**config.mk**
```make
export PLATFORM = sky130hd
export DESIGN_NAME = i2cs_slave
export DESIGN_NICKNAME = d
export VERILOG_FILES = /design/src/rtl/i2cs_pkg.sv /design/src/rtl/i2cs_line_cond.sv /design/src/rtl/i2cs_hold_regs.sv /design/src/rtl/i2cs_engine.sv /design/src/rtl/i2cs_slave.sv
export SDC_FILE = /design/constraint.sdc
export NUM_CORES = 1
export LEC_CHECK = 0
export BUFFER_PORTS_ARGS = -buffer_cell sky130_fd_sc_hd__clkbuf_2
export CORE_MARGIN = 5
export CORE_UTILIZATION = 54
export CTS_CLUSTER_SIZE = 12
export DETAILED_ROUTE_END_ITERATION = 10
export PLACE_DENSITY_LB_ADDON = 0.15
export SLEW_MARGIN = 20
export SYNTH_ARGS = -nofsm -noshare
export SYNTH_HDL_FRONTEND = slang
export SYNTH_HIERARCHICAL = 1
export SYNTH_SLANG_ARGS = --single-unit
```
**constraint.sdc**
```tcl
create_clock -name clk_i -period 3 [get_ports clk_i]
set_clock_uncertainty 0.1 [all_clocks]
set_input_delay 0.45 -clock clk_i [delete_from_list [all_inputs] [get_ports clk_i]]
set_output_delay 0.45 -clock clk_i [all_outputs]
set_load 0.05 [all_outputs]
```
**src/rtl/i2cs_pkg.sv**
```systemverilog
package i2cs_pkg;
  localparam int BYTE_W = 8;
  localparam int ADDR_W = 10;
  localparam int CNT_W  = $clog2(BYTE_W + 1);
  localparam logic [4:0] HDR10 = 5'b11110;

  typedef enum logic [2:0] {
    ST_IDLE, ST_RX, ST_ACK, ST_RXHOLD, ST_TXHOLD, ST_TX, ST_TXACK, ST_IGNORE
  } state_e;

  typedef enum logic [1:0] {K_ADR1, K_ADR2, K_DATA} kind_e;
endpackage

```
**src/rtl/i2cs_line_cond.sv**
```systemverilog
module i2cs_line_cond #(
  parameter int SYNC_STAGES = 2
) (
  input  logic clk_i,
  input  logic rst_ni,
  input  logic scl_i,
  input  logic sda_i,
  output logic scl_s_o,
  output logic sda_s_o,
  output logic scl_rise_o,
  output logic scl_fall_o,
  output logic start_o,
  output logic stop_o
);
  logic [SYNC_STAGES-1:0] scl_pipe, sda_pipe;
  logic scl_d, sda_d;

  for (genvar g = 0; g < SYNC_STAGES; g++) begin : g_stage
    if (g == 0) begin : g_first
      always_ff @(posedge clk_i or negedge rst_ni) begin
        if (!rst_ni) begin
          scl_pipe[g] <= 1'b1;
          sda_pipe[g] <= 1'b1;
        end else begin
          scl_pipe[g] <= scl_i;
          sda_pipe[g] <= sda_i;
        end
      end
    end else begin : g_next
      always_ff @(posedge clk_i or negedge rst_ni) begin
        if (!rst_ni) begin
          scl_pipe[g] <= 1'b1;
          sda_pipe[g] <= 1'b1;
        end else begin
          scl_pipe[g] <= scl_pipe[g-1];
          sda_pipe[g] <= sda_pipe[g-1];
        end
      end
    end
  end

  assign scl_s_o = scl_pipe[SYNC_STAGES-1];
  assign sda_s_o = sda_pipe[SYNC_STAGES-1];

  always_ff @(posedge clk_i or negedge rst_ni) begin
    if (!rst_ni) begin
      scl_d <= 1'b1;
      sda_d <= 1'b1;
    end else begin
      scl_d <= scl_s_o;
      sda_d <= sda_s_o;
    end
  end

  assign scl_rise_o = scl_s_o & ~scl_d;
  assign scl_fall_o = ~scl_s_o & scl_d;
  assign start_o    = scl_s_o & scl_d & sda_d & ~sda_s_o;
  assign stop_o     = scl_s_o & scl_d & ~sda_d & sda_s_o;

  p_cond_excl_r8: assert property (@(posedge clk_i) disable iff (!rst_ni)
    !(start_o && stop_o) && !(start_o && scl_fall_o));
endmodule

```
**src/rtl/i2cs_hold_regs.sv**
```systemverilog
module i2cs_hold_regs
  import i2cs_pkg::*;
(
  input  logic              clk_i,
  input  logic              rst_ni,
  input  logic [BYTE_W-1:0] tx_data_i,
  input  logic              tx_wr_i,
  input  logic              tx_take_i,
  output logic [BYTE_W-1:0] tx_hold_o,
  output logic              tx_empty_o,
  input  logic [BYTE_W-1:0] rx_byte_i,
  input  logic              rx_load_i,
  input  logic              rx_rd_i,
  output logic [BYTE_W-1:0] rx_data_o,
  output logic              rx_full_o
);
  always_ff @(posedge clk_i or negedge rst_ni) begin
    if (!rst_ni) begin
      tx_hold_o  <= '0;
      tx_empty_o <= 1'b1;
    end else if (tx_wr_i) begin
      tx_hold_o  <= tx_data_i;
      tx_empty_o <= 1'b0;
    end else if (tx_take_i) begin
      tx_empty_o <= 1'b1;
    end
  end

  always_ff @(posedge clk_i or negedge rst_ni) begin
    if (!rst_ni) begin
      rx_data_o <= '0;
      rx_full_o <= 1'b0;
    end else if (rx_load_i) begin
      rx_data_o <= rx_byte_i;
      rx_full_o <= 1'b1;
    end else if (rx_rd_i) begin
      rx_full_o <= 1'b0;
    end
  end

  p_no_overflow_r5: assert property (@(posedge clk_i) disable iff (!rst_ni)
    rx_load_i |-> !rx_full_o);
  p_take_filled_r6: assert property (@(posedge clk_i) disable iff (!rst_ni)
    tx_take_i |-> !tx_empty_o);
endmodule

```
**src/rtl/i2cs_engine.sv**
```systemverilog
module i2cs_engine
  import i2cs_pkg::*;
(
  input  logic              clk_i,
  input  logic              rst_ni,
  input  logic              scl_s_i,
  input  logic              sda_s_i,
  input  logic              scl_rise_i,
  input  logic              scl_fall_i,
  input  logic              start_i,
  input  logic              stop_i,
  input  logic [ADDR_W-1:0] own_addr_i,
  input  logic              addr10_i,
  input  logic              nack_next_i,
  input  logic              rx_full_i,
  input  logic              tx_empty_i,
  input  logic [BYTE_W-1:0] tx_hold_i,
  output logic              rx_load_o,
  output logic              tx_take_o,
  output logic [BYTE_W-1:0] rx_byte_o,
  output logic              sda_pd_o,
  output logic              scl_pd_o,
  output logic              addressed_o,
  output logic              stop_seen_o,
  output logic              xmit_o
);
  localparam logic [CNT_W-1:0] LAST = CNT_W'(BYTE_W);

  state_e state_q;
  kind_e  kind_q;
  logic [CNT_W-1:0]  cnt_q;
  logic [BYTE_W-1:0] sh_q;
  logic nack_arm_q, ten_ok_q, mack_q;
  logic evt_ok, word_end, hdr_match, a7_match;

  always_comb begin
    evt_ok    = !start_i && !stop_i;
    word_end  = (state_q == ST_RX) && scl_fall_i && (cnt_q == LAST);
    hdr_match = sh_q[7:1] == {HDR10, own_addr_i[9:8]};
    a7_match  = sh_q[7:1] == own_addr_i[6:0];
    rx_load_o = evt_ok && !rx_full_i &&
                ((word_end && kind_q == K_DATA) || state_q == ST_RXHOLD);
    tx_take_o = evt_ok && !tx_empty_i &&
                ((state_q == ST_ACK && xmit_o && scl_fall_i) ||
                 (state_q == ST_TXACK && mack_q && scl_fall_i) ||
                 state_q == ST_TXHOLD);
  end

  assign rx_byte_o = sh_q;

  always_ff @(posedge clk_i or negedge rst_ni) begin
    if (!rst_ni) begin
      state_q     <= ST_IDLE;
      kind_q      <= K_ADR1;
      cnt_q       <= '0;
      sh_q        <= '0;
      sda_pd_o    <= 1'b0;
      scl_pd_o    <= 1'b0;
      addressed_o <= 1'b0;
      stop_seen_o <= 1'b0;
      xmit_o      <= 1'b0;
      nack_arm_q  <= 1'b0;
      ten_ok_q    <= 1'b0;
      mack_q      <= 1'b0;
    end else begin
      if (nack_next_i) nack_arm_q <= 1'b1;
      if (stop_i) begin
        state_q     <= ST_IDLE;
        sda_pd_o    <= 1'b0;
        scl_pd_o    <= 1'b0;
        addressed_o <= 1'b0;
        xmit_o      <= 1'b0;
        stop_seen_o <= 1'b1;
        ten_ok_q    <= 1'b0;
        nack_arm_q  <= 1'b0;
      end else if (start_i) begin
        state_q     <= ST_RX;
        kind_q      <= K_ADR1;
        cnt_q       <= '0;
        sda_pd_o    <= 1'b0;
        scl_pd_o    <= 1'b0;
        addressed_o <= 1'b0;
        xmit_o      <= 1'b0;
        stop_seen_o <= 1'b0;
      end else begin
        unique case (state_q)
          ST_RX: begin
            if (scl_rise_i && cnt_q != LAST) begin
              sh_q  <= {sh_q[BYTE_W-2:0], sda_s_i};
              cnt_q <= cnt_q + CNT_W'(1);
            end else if (word_end) begin
              unique case (kind_q)
                K_ADR1: begin
                  if (!addr10_i) begin
                    if (a7_match) begin
                      sda_pd_o    <= 1'b1;
                      state_q     <= ST_ACK;
                      addressed_o <= 1'b1;
                      xmit_o      <= sh_q[0];
                      kind_q      <= K_DATA;
                    end else begin
                      state_q <= ST_IGNORE;
                    end
                  end else if (hdr_match && !sh_q[0]) begin
                    sda_pd_o <= 1'b1;
                    state_q  <= ST_ACK;
                    kind_q   <= K_ADR2;
                    ten_ok_q <= 1'b0;
                  end else if (hdr_match && ten_ok_q) begin
                    sda_pd_o    <= 1'b1;
                    state_q     <= ST_ACK;
                    addressed_o <= 1'b1;
                    xmit_o      <= 1'b1;
                    kind_q      <= K_DATA;
                  end else begin
                    state_q <= ST_IGNORE;
                  end
                end
                K_ADR2: begin
                  if (sh_q == own_addr_i[7:0]) begin
                    sda_pd_o    <= 1'b1;
                    state_q     <= ST_ACK;
                    addressed_o <= 1'b1;
                    ten_ok_q    <= 1'b1;
                    kind_q      <= K_DATA;
                  end else begin
                    state_q <= ST_IGNORE;
                  end
                end
                default: begin
                  if (rx_full_i) begin
                    state_q  <= ST_RXHOLD;
                    scl_pd_o <= 1'b1;
                  end else if (nack_arm_q) begin
                    nack_arm_q <= 1'b0;
                    state_q    <= ST_IGNORE;
                  end else begin
                    sda_pd_o <= 1'b1;
                    state_q  <= ST_ACK;
                  end
                end
              endcase
            end
          end
          ST_RXHOLD: begin
            if (rx_load_o) begin
              scl_pd_o <= 1'b0;
              if (nack_arm_q) begin
                nack_arm_q <= 1'b0;
                state_q    <= ST_IGNORE;
              end else begin
                sda_pd_o <= 1'b1;
                state_q  <= ST_ACK;
              end
            end
          end
          ST_ACK: begin
            if (scl_fall_i) begin
              sda_pd_o <= 1'b0;
              if (!xmit_o) begin
                state_q <= ST_RX;
                cnt_q   <= '0;
              end else if (tx_take_o) begin
                sh_q     <= tx_hold_i;
                sda_pd_o <= ~tx_hold_i[BYTE_W-1];
                cnt_q    <= CNT_W'(1);
                state_q  <= ST_TX;
              end else begin
                state_q  <= ST_TXHOLD;
                scl_pd_o <= 1'b1;
              end
            end
          end
          ST_TXHOLD: begin
            if (tx_take_o) begin
              scl_pd_o <= 1'b0;
              sh_q     <= tx_hold_i;
              sda_pd_o <= ~tx_hold_i[BYTE_W-1];
              cnt_q    <= CNT_W'(1);
              state_q  <= ST_TX;
            end
          end
          ST_TX: begin
            if (scl_fall_i) begin
              if (cnt_q == LAST) begin
                sda_pd_o <= 1'b0;
                state_q  <= ST_TXACK;
              end else begin
                sda_pd_o <= ~sh_q[BYTE_W-2];
                sh_q     <= {sh_q[BYTE_W-2:0], 1'b0};
                cnt_q    <= cnt_q + CNT_W'(1);
              end
            end
          end
          ST_TXACK: begin
            if (scl_rise_i) begin
              mack_q <= ~sda_s_i;
            end else if (scl_fall_i) begin
              if (!mack_q) begin
                state_q <= ST_IGNORE;
              end else if (tx_take_o) begin
                sh_q     <= tx_hold_i;
                sda_pd_o <= ~tx_hold_i[BYTE_W-1];
                cnt_q    <= CNT_W'(1);
                state_q  <= ST_TX;
              end else begin
                state_q  <= ST_TXHOLD;
                scl_pd_o <= 1'b1;
              end
            end
          end
          default: ;
        endcase
      end
    end
  end

  // SDA may only move while SCL is low
  p_sda_scl_low_r3: assert property (@(posedge clk_i) disable iff (!rst_ni)
    !$stable(sda_pd_o) |-> !scl_s_i);
  p_ack_on_match_r2: assert property (@(posedge clk_i) disable iff (!rst_ni)
    $rose(addressed_o) |-> sda_pd_o);
  p_stretch_low_r5: assert property (@(posedge clk_i) disable iff (!rst_ni)
    scl_pd_o |-> !scl_s_i);
  p_stop_flag_r8: assert property (@(posedge clk_i) disable iff (!rst_ni)
    stop_i |=> (stop_seen_o && !addressed_o && !xmit_o));
  p_nack_armed_r7: assert property (@(posedge clk_i) disable iff (!rst_ni)
    (rx_load_o && nack_arm_q && !nack_next_i) |=> !sda_pd_o);
endmodule

```
**src/rtl/i2cs_slave.sv**
```systemverilog
module i2cs_slave
  import i2cs_pkg::*;
#(
  parameter int SYNC_STAGES = 2
) (
  input  logic              clk_i,
  input  logic              rst_ni,
  input  logic              scl_i,
  input  logic              sda_i,
  output logic              scl_pd_o,
  output logic              sda_pd_o,
  input  logic [ADDR_W-1:0] own_addr_i,
  input  logic              addr10_i,
  input  logic [BYTE_W-1:0] tx_data_i,
  input  logic              tx_wr_i,
  output logic              tx_empty_o,
  output logic [BYTE_W-1:0] rx_data_o,
  input  logic              rx_rd_i,
  output logic              rx_full_o,
  input  logic              nack_next_i,
  output logic              addressed_o,
  output logic              xmit_o,
  output logic              stop_seen_o
);
  logic scl_s, sda_s, scl_rise, scl_fall, start_det, stop_det;
  logic rx_load, tx_take;
  logic [BYTE_W-1:0] rx_byte, tx_hold;

  i2cs_line_cond #(.SYNC_STAGES(SYNC_STAGES)) u_cond (
    .clk_i, .rst_ni, .scl_i, .sda_i,
    .scl_s_o(scl_s), .sda_s_o(sda_s),
    .scl_rise_o(scl_rise), .scl_fall_o(scl_fall),
    .start_o(start_det), .stop_o(stop_det)
  );

  i2cs_hold_regs u_hold (
    .clk_i, .rst_ni,
    .tx_data_i, .tx_wr_i, .tx_take_i(tx_take),
    .tx_hold_o(tx_hold), .tx_empty_o,
    .rx_byte_i(rx_byte), .rx_load_i(rx_load), .rx_rd_i,
    .rx_data_o, .rx_full_o
  );

  i2cs_engine u_eng (
    .clk_i, .rst_ni,
    .scl_s_i(scl_s), .sda_s_i(sda_s),
    .scl_rise_i(scl_rise), .scl_fall_i(scl_fall),
    .start_i(start_det), .stop_i(stop_det),
    .own_addr_i, .addr10_i, .nack_next_i,
    .rx_full_i(rx_full_o), .tx_empty_i(tx_empty_o), .tx_hold_i(tx_hold),
    .rx_load_o(rx_load), .tx_take_o(tx_take), .rx_byte_o(rx_byte),
    .sda_pd_o, .scl_pd_o, .addressed_o, .stop_seen_o, .xmit_o
  );
endmodule

```
## Yosys cells after proc, flatten, opt, wreduce, memory -nomap -nowiden

Index checks and enable logic that the tools add are counted.
W data, S select, Z words.

| operators by class | value |
|---|---|
| add/sub/neg operators | 1 |
| equal/unequal tests | 61 |
| multiplexer cells | 132 |
| bitwise operators | 15 |
| reductions and logical operators | 53 |

Operators by type and width:

| kind | number |
|---|---|
| $mux W1 | 73 |
| $mux W8 | 9 |
| $mux W3 | 19 |
| $mux W4 | 10 |
| $pmux W8 S5 | 1 |
| $ne A4 B1 Y1 const B | 9 |
| $ne A4 B2 Y1 const B | 7 |
| $ne A3 B1 Y1 const B | 8 |
| $reduce_and A8 Y1 | 3 |
| $mux W2 | 10 |
| $pmux W4 S5 | 1 |
| $pmux W3 S6 | 1 |
| $logic_and A1 B1 Y1 | 15 |
| $ne A5 B2 Y1 const B | 3 |
| $reduce_bool A3 Y1 | 5 |
| $eq A7 B7 Y1 | 2 |
| $ne A2 B1 Y1 const B | 7 |
| $reduce_bool A2 Y1 | 7 |
| $reduce_and A13 Y1 | 1 |
| $reduce_and A12 Y1 | 1 |
| $reduce_and A11 Y1 | 1 |
| $ne A5 B3 Y1 const B | 2 |
| $reduce_and A10 Y1 | 1 |
| $eq A3 B3 Y1 const B | 3 |
| 33 further kinds | 63 |

| storage, ports and cells | value |
|---|---|
| register bits | 49 |
| input port bits | 26 |
| word-level logic and storage cells | 284 |

## Longest topological paths before layout

| depth | value |
|---|---|
| depth after elaboration | 14 |
| mapped depth | 10 |

## Modules after synthesis

The synthesis kept the hierarchy.

Modules (own cells, without submodules):

| module | instances | cells each | area each (um2) | seq. area each (um2) |
|---|---|---|---|---|
| i2cs_engine | 1 | 268 | 2,224.6 | 625.6 |
| i2cs_hold_regs | 1 | 40 | 733.2 | 451.7 |
| i2cs_line_cond | 1 | 10 | 190.2 | 157.7 |

## Worst setup path after synthesis

Ideal clock, no wire load.

| path | value |
|---|---|
| path kind | register to register |
| start | register u_cond.sda_pipe[1] (netlist: u_cond/sda_s_o) |
| end | register u_eng.sda_pd_o |
| setup time | 0.136 ns |
| arrival | 2.278 ns |
| path slack | 0.485 ns |
| stages on the path, launching flop included | 10 |
| buffers on the path | 2 |
| clock period less this slack | 2.515 ns |
| cells stage by stage | dfstp_2 > and4b_1 > buf_2 > or2_1 > buf_6 > a311oi_2 > and2_4 > o211ai_2 > a2111oi_2 > a211oi_2 |

| between the ends | value |
|---|---|
| longest elaborated chain between the ends | 13 |

RTL lines:

| what | RTL line | text |
|---|---|---|
| start: declaration | i2cs_line_cond.sv:15 | `logic [SYNC_STAGES-1:0] scl_pipe, sda_pipe;` |
| start signal: indexed assignment | i2cs_line_cond.sv:36 | `sda_pipe[g] <= sda_pipe[g-1];` |
| $not A1 Y1 * | i2cs_line_cond.sv:57 | `assign start_o = scl_s_o & scl_d & sda_d & ~sda_s_o;` |
| $and A1 B1 Y1 * | i2cs_line_cond.sv:57 |  |
| named net start_det | i2cs_slave.sv:25 | `logic scl_s, sda_s, scl_rise, scl_fall, start_det, stop_det;` |
| $logic_not A1 Y1 * | i2cs_engine.sv:37 | `evt_ok = !start_i && !stop_i;` |
| $logic_and A1 B1 Y1 * | i2cs_engine.sv:37 |  |
| $logic_and A1 B1 Y1 * (2 in a row) | i2cs_engine.sv:43 | `tx_take_o = evt_ok && !tx_empty_i &&` |
| named net tx_take | i2cs_slave.sv:26 | `logic rx_load, tx_take;` |
| $mux W1 (4 in a row) | - |  |
| $pmux W1 S6 * | i2cs_engine.sv:86 | `unique case (state_q)` |
| $mux W1 * | i2cs_engine.sv:76 | `end else if (start_i) begin` |
| $mux W1 * | i2cs_engine.sv:67 | `if (stop_i) begin` |
| end signal: assignment | i2cs_engine.sv:165 | `sda_pd_o <= ~tx_hold_i[BYTE_W-1];` |
| end signal: assignment | i2cs_engine.sv:178 | `sda_pd_o <= ~tx_hold_i[BYTE_W-1];` |
| end signal: assignment | i2cs_engine.sv:189 | `sda_pd_o <= ~sh_q[BYTE_W-2];` |
| end: declaration | i2cs_engine.sv:21 | `output logic sda_pd_o,` |

The timed path passes the listed nets; every way through them passes the cells marked *. The select of a mux whose other input is x is not followed.
A chain may end at the register's enable or synchronous reset.

## Worst setup path after layout

| path | value |
|---|---|
| start | register u_cond.sda_pipe[1] (netlist: u_cond/sda_s_o) |
| end | register u_eng.state_q[0] |

| between the ends | value |
|---|---|
| longest elaborated chain between the ends | 13 |

RTL lines:

| what | RTL line | text |
|---|---|---|
| $not A1 Y1 * | i2cs_line_cond.sv:57 |  |
| $and A1 B1 Y1 * | i2cs_line_cond.sv:57 |  |
| named net start_det | i2cs_slave.sv:25 |  |
| $logic_not A1 Y1 | i2cs_engine.sv:37 |  |
| $logic_and A1 B1 Y1 | i2cs_engine.sv:37 |  |
| $logic_and A1 B1 Y1 (2 in a row) | i2cs_engine.sv:43 |  |
| $mux W1 | i2cs_engine.sv:163, i2cs_engine.sv:201 |  |
| $mux W2 | i2cs_engine.sv:199 | `if (!mack_q) begin` |
| $mux W3 | i2cs_engine.sv:198 | `end else if (scl_fall_i) begin` |
| $mux W3 | i2cs_engine.sv:196 | `if (scl_rise_i) begin` |
| $pmux W3 S6 | i2cs_engine.sv:86 |  |
| $mux W3 | i2cs_engine.sv:76 |  |
| $mux W3 | i2cs_engine.sv:67 |  |
| end signal: assignment | i2cs_engine.sv:68 | `state_q <= ST_IDLE;` |
| end signal: assignment | i2cs_engine.sv:77 | `state_q <= ST_RX;` |
| end signal: assignment | i2cs_engine.sv:200 | `state_q <= ST_IGNORE;` |
| end: declaration | i2cs_engine.sv:29 | `state_e state_q;` |

Marks and branches as above.

==> results.md <==
- Status: complete, no violations
- Yosys reg bits: 49
- Vias per cell: about 6.3
- Rows: 27
- Pleak: roughly 1.6 nW
- Netlist Area Pre-Place: 0.00315 sq mm
- XOR/XNOR Fraction of Synth Area: 0.0497
- Top_reg_cell synth: dfrtp_1
- GRT Total Usage: 0.218
- CP required: 3.15 ns
- Compound-Gate Fraction of Synth Area: 0.208
- NumNets Final: around 390
- Syn-to-layout area delta: 11.9%
- Core Region: about 0.0056 sq mm
- R2R Path End: u_eng/state_q[0]
- Area share of fa/ha/maj cells after synthesis: 0.00795
- Tightest Hold Check Type: in2reg
- Hold Path End: u_cond/scl_pipe[0]
- Ant diodes: 0
- Period utilization: 0.842
- Post-DP HPWL: between 5000 and 6000 microns
- Die H: approximately 86 microns
- H-tree levels: 2
- Most common cell after layout, fill and taps aside: dfrtp_1
- ANT nets after route: 0
- Post-synthesis mux area share: 0.106
- Post_cts resized: 0
- DRT iter0 DRCs: ~360
- Slowest CP cell: dfstp_2
- Vias: ~2.7k
- Ys Warns: 6
- EDFF count, synth: 0
- I/O Buffers: 40
- Initial antenna violation count: 0
- Max-slew violations: 0
- CTS buffer count: 5
- Peak VDD IR: between 400 and 500 uV
- Die width: 86.4 microns
- CTS tree: yes
- CTS Buffer Depth: 2
- Tmin final: 2.53 ns
- Worst EP arrival: approximately 2.7 ns
- Type of destination of the critical path: register
- Die area: between 0.007 and 0.008 sq mm
- Worst-path cell chain: and4b_1 -> or2_1 -> nor3_1 -> a31oi_1 -> a21oi_1 -> mux2_2 -> o22ai_1
- Worst hold path cell count: 1
- Crit path max fanout: 6
- Vias in the first global route: 2622
- Sequential area share after synthesis: 0.392
- CTS Root Buffer Type: clkbuf_8
- Netlist cell types: 70
- Slowest stage delay, CP: between 0.5 and 0.6 ns
- Pwr/cell area: approximately 960 mW/mm^2
- Largest net degree at the start of global routing: 36
- Worst slew pin tran: approximately 0.65 ns
- Clock-pin slew on the worst setup and hold paths: between 0.1 and 0.15 ns
- Max-cap violations: 0
- DRC viols: 0
- Ports: 41
- Hold Fails Final Rpt: 0
- Total gr overflow: 0
- Synthesized area per cell: ~10 sq um
- Peak Freq: 396 MHz
- Rel. slew slack: 0.561
- Syn nets: around 350
- WL/cell: between 15 and 20 microns
- Final wirelength: 7870 microns
- Share of cells above drive strength 1: 0.289
- Reg-to-reg setup timing slack: roughly 0.47 ns
- First-pass GRT wire length: 13100 microns
- Worst skew pair latency: 0.31 ns
- CP Launch Type: register
- CTS sink cnt: 49
- Placer Congestion: about 0.92
- Hold_sp: scl_i
- Setup_tns: 0 ns
- Worst hold slack: ~0.12 ns
- Most frequent cells in the layout: 42 x dfrtp_1, 40 x clkbuf_2, 23 x nand2_1
- Crit Path Category: reg2reg
- Starting density of the core: 0.565
- Fraction of registers with async set/reset: 1.00
- R2R Path Start: u_cond/sda_s_o
- Final setup fails: 0
- Post-Route Utilization: 0.632
- Post-synthesis simple-gate area fraction: 0.178
- Dominant combinational cell family by area after synthesis: compound AO/OA/AOI/OAI gates
- Unrepaired setup endpoints after global routing: false
- Reg2Reg Depth: 7
- First drt pass iteration count: 5
- Cell count after synthesis: roughly 320
-- final cells by class --
type	count	area (sq um)
Clock buffer	5	68.8
Clock inverter	3	28.8
Fill cell	476	2050
Inverter	15	56.3
Multi-Input combinational cell	234	1740
Sequential cell	49	1230
Tap cell	72	90.1
Timing Repair Buffer	54	308
-- state kept, by name, indices dropped and copies added (netlist names), 2 cells and up --
register	cells
u_hold/rx_data_o	8
u_eng/rx_byte_o	8
u_eng/cnt_q	4
u_hold/tx_hold_o	8
u_eng/kind_q	2
u_eng/state_q	3
-- worst max-delay path: cells and delay by family, from the launching register on --
| family | cells | cell delay (ns) |
|---|---|---|
| mux | 1 | 0.35 |
| compound gates | 3 | 0.52 |
| flops | 1 | 0.58 |
| simple gates | 3 | 0.91 |
-- cell usage after synthesis, drive strengths merged (3+ instances only) --
master	instances	area [sq um]
dfrtp	42	1050
nand2	23	86.3
o21ai	22	110
nor2	20	75.1
mux2	18	263
a21oi	16	80.1
inv	15	56.3
buf	12	95.1
nor3	11	60.1
xor2	11	104
clkbuf	8	31.3
nor2b	8	50.1
dfstp	7	184
mux2i	7	70.1
nand3	6	30.0
o211ai	6	50.1
xnor2	6	52.6
nand2b	5	31.3
nor4	5	43.8
a2111oi	4	53.8
a211o	4	35.0
a211oi	4	35.0
o21a	4	30.0
a221oi	3	26.3
a31oi	3	18.8
and2	3	21.3
and4b	3	31.3
nand4	3	18.8
-- cells by family after synthesis --
| kind of cell | after synthesis |
|---|---|
| simple gates | 101 |
| compound gates | 89 |
| flops | 49 |
| buf+inv | 35 |
| mux | 25 |
| xor+xnor | 17 |
| fa+ha+maj | 2 |
-- power breakdown --
part	switching (mW)	leakage, nW	internal (mW)	total (mW)
Combinational	1.09	0.907	0.725	1.82
Sequential	0.274	0.601	0.855	1.13
Clock	0.260	0.0506	0.175	0.435
-- per-stage QoR --
step	cell area (sq um)	power, mW	instances	worst slack, ns
6_report	3520	3.38	432	0.475
2_1_floorplan	3150	2.50	318	0.485
3_5_place_dp	3420	2.93	423	0.495
5_1_grt	3520	3.60	432	0.271
3_3_place_gp	3420	2.91	423	0.550
4_1_cts	3520	3.37	432	0.484
-- metal layers --
layer / GRT usage / share of wire / wire length (microns) / up-vias
met5: 0 / 0 / 0 / -
met4: 0.0595 / 0.022 / 173 / 0
met3: 0.0342 / 0.078 / 615 / 19
met2: 0.348 / 0.46 / 3630 / 153
met1: 0.308 / 0.44 / 3450 / 1290
li1: - / - / - / 1251
-- timing repair --
action                    4_1_cts  5_1_grt
buffers inserted                0        0
hold endpoints to repair        7        0
hold buffers                    1        0
-- worst max-delay path by stage --
| stage | end | slack (ns) | startpoint |
|---|---|---|---|
| finish | u_eng/state_q[0] | 0.47 | u_cond/sda_s_o |
| detailed placement | u_eng/state_q[0] | 0.49 | u_cond/sda_s_o |
| global route | u_eng/state_q[0] | 0.27 | u_cond/sda_s_o |
| floorplan | u_eng/sda_pd_o | 0.49 | u_cond/sda_s_o |
| global placement | u_eng/state_q[0] | 0.55 | u_cond/sda_s_o |
| CTS | u_eng/state_q[0] | 0.48 | u_cond/sda_s_o |
Power figures use the tool's default switching activity.
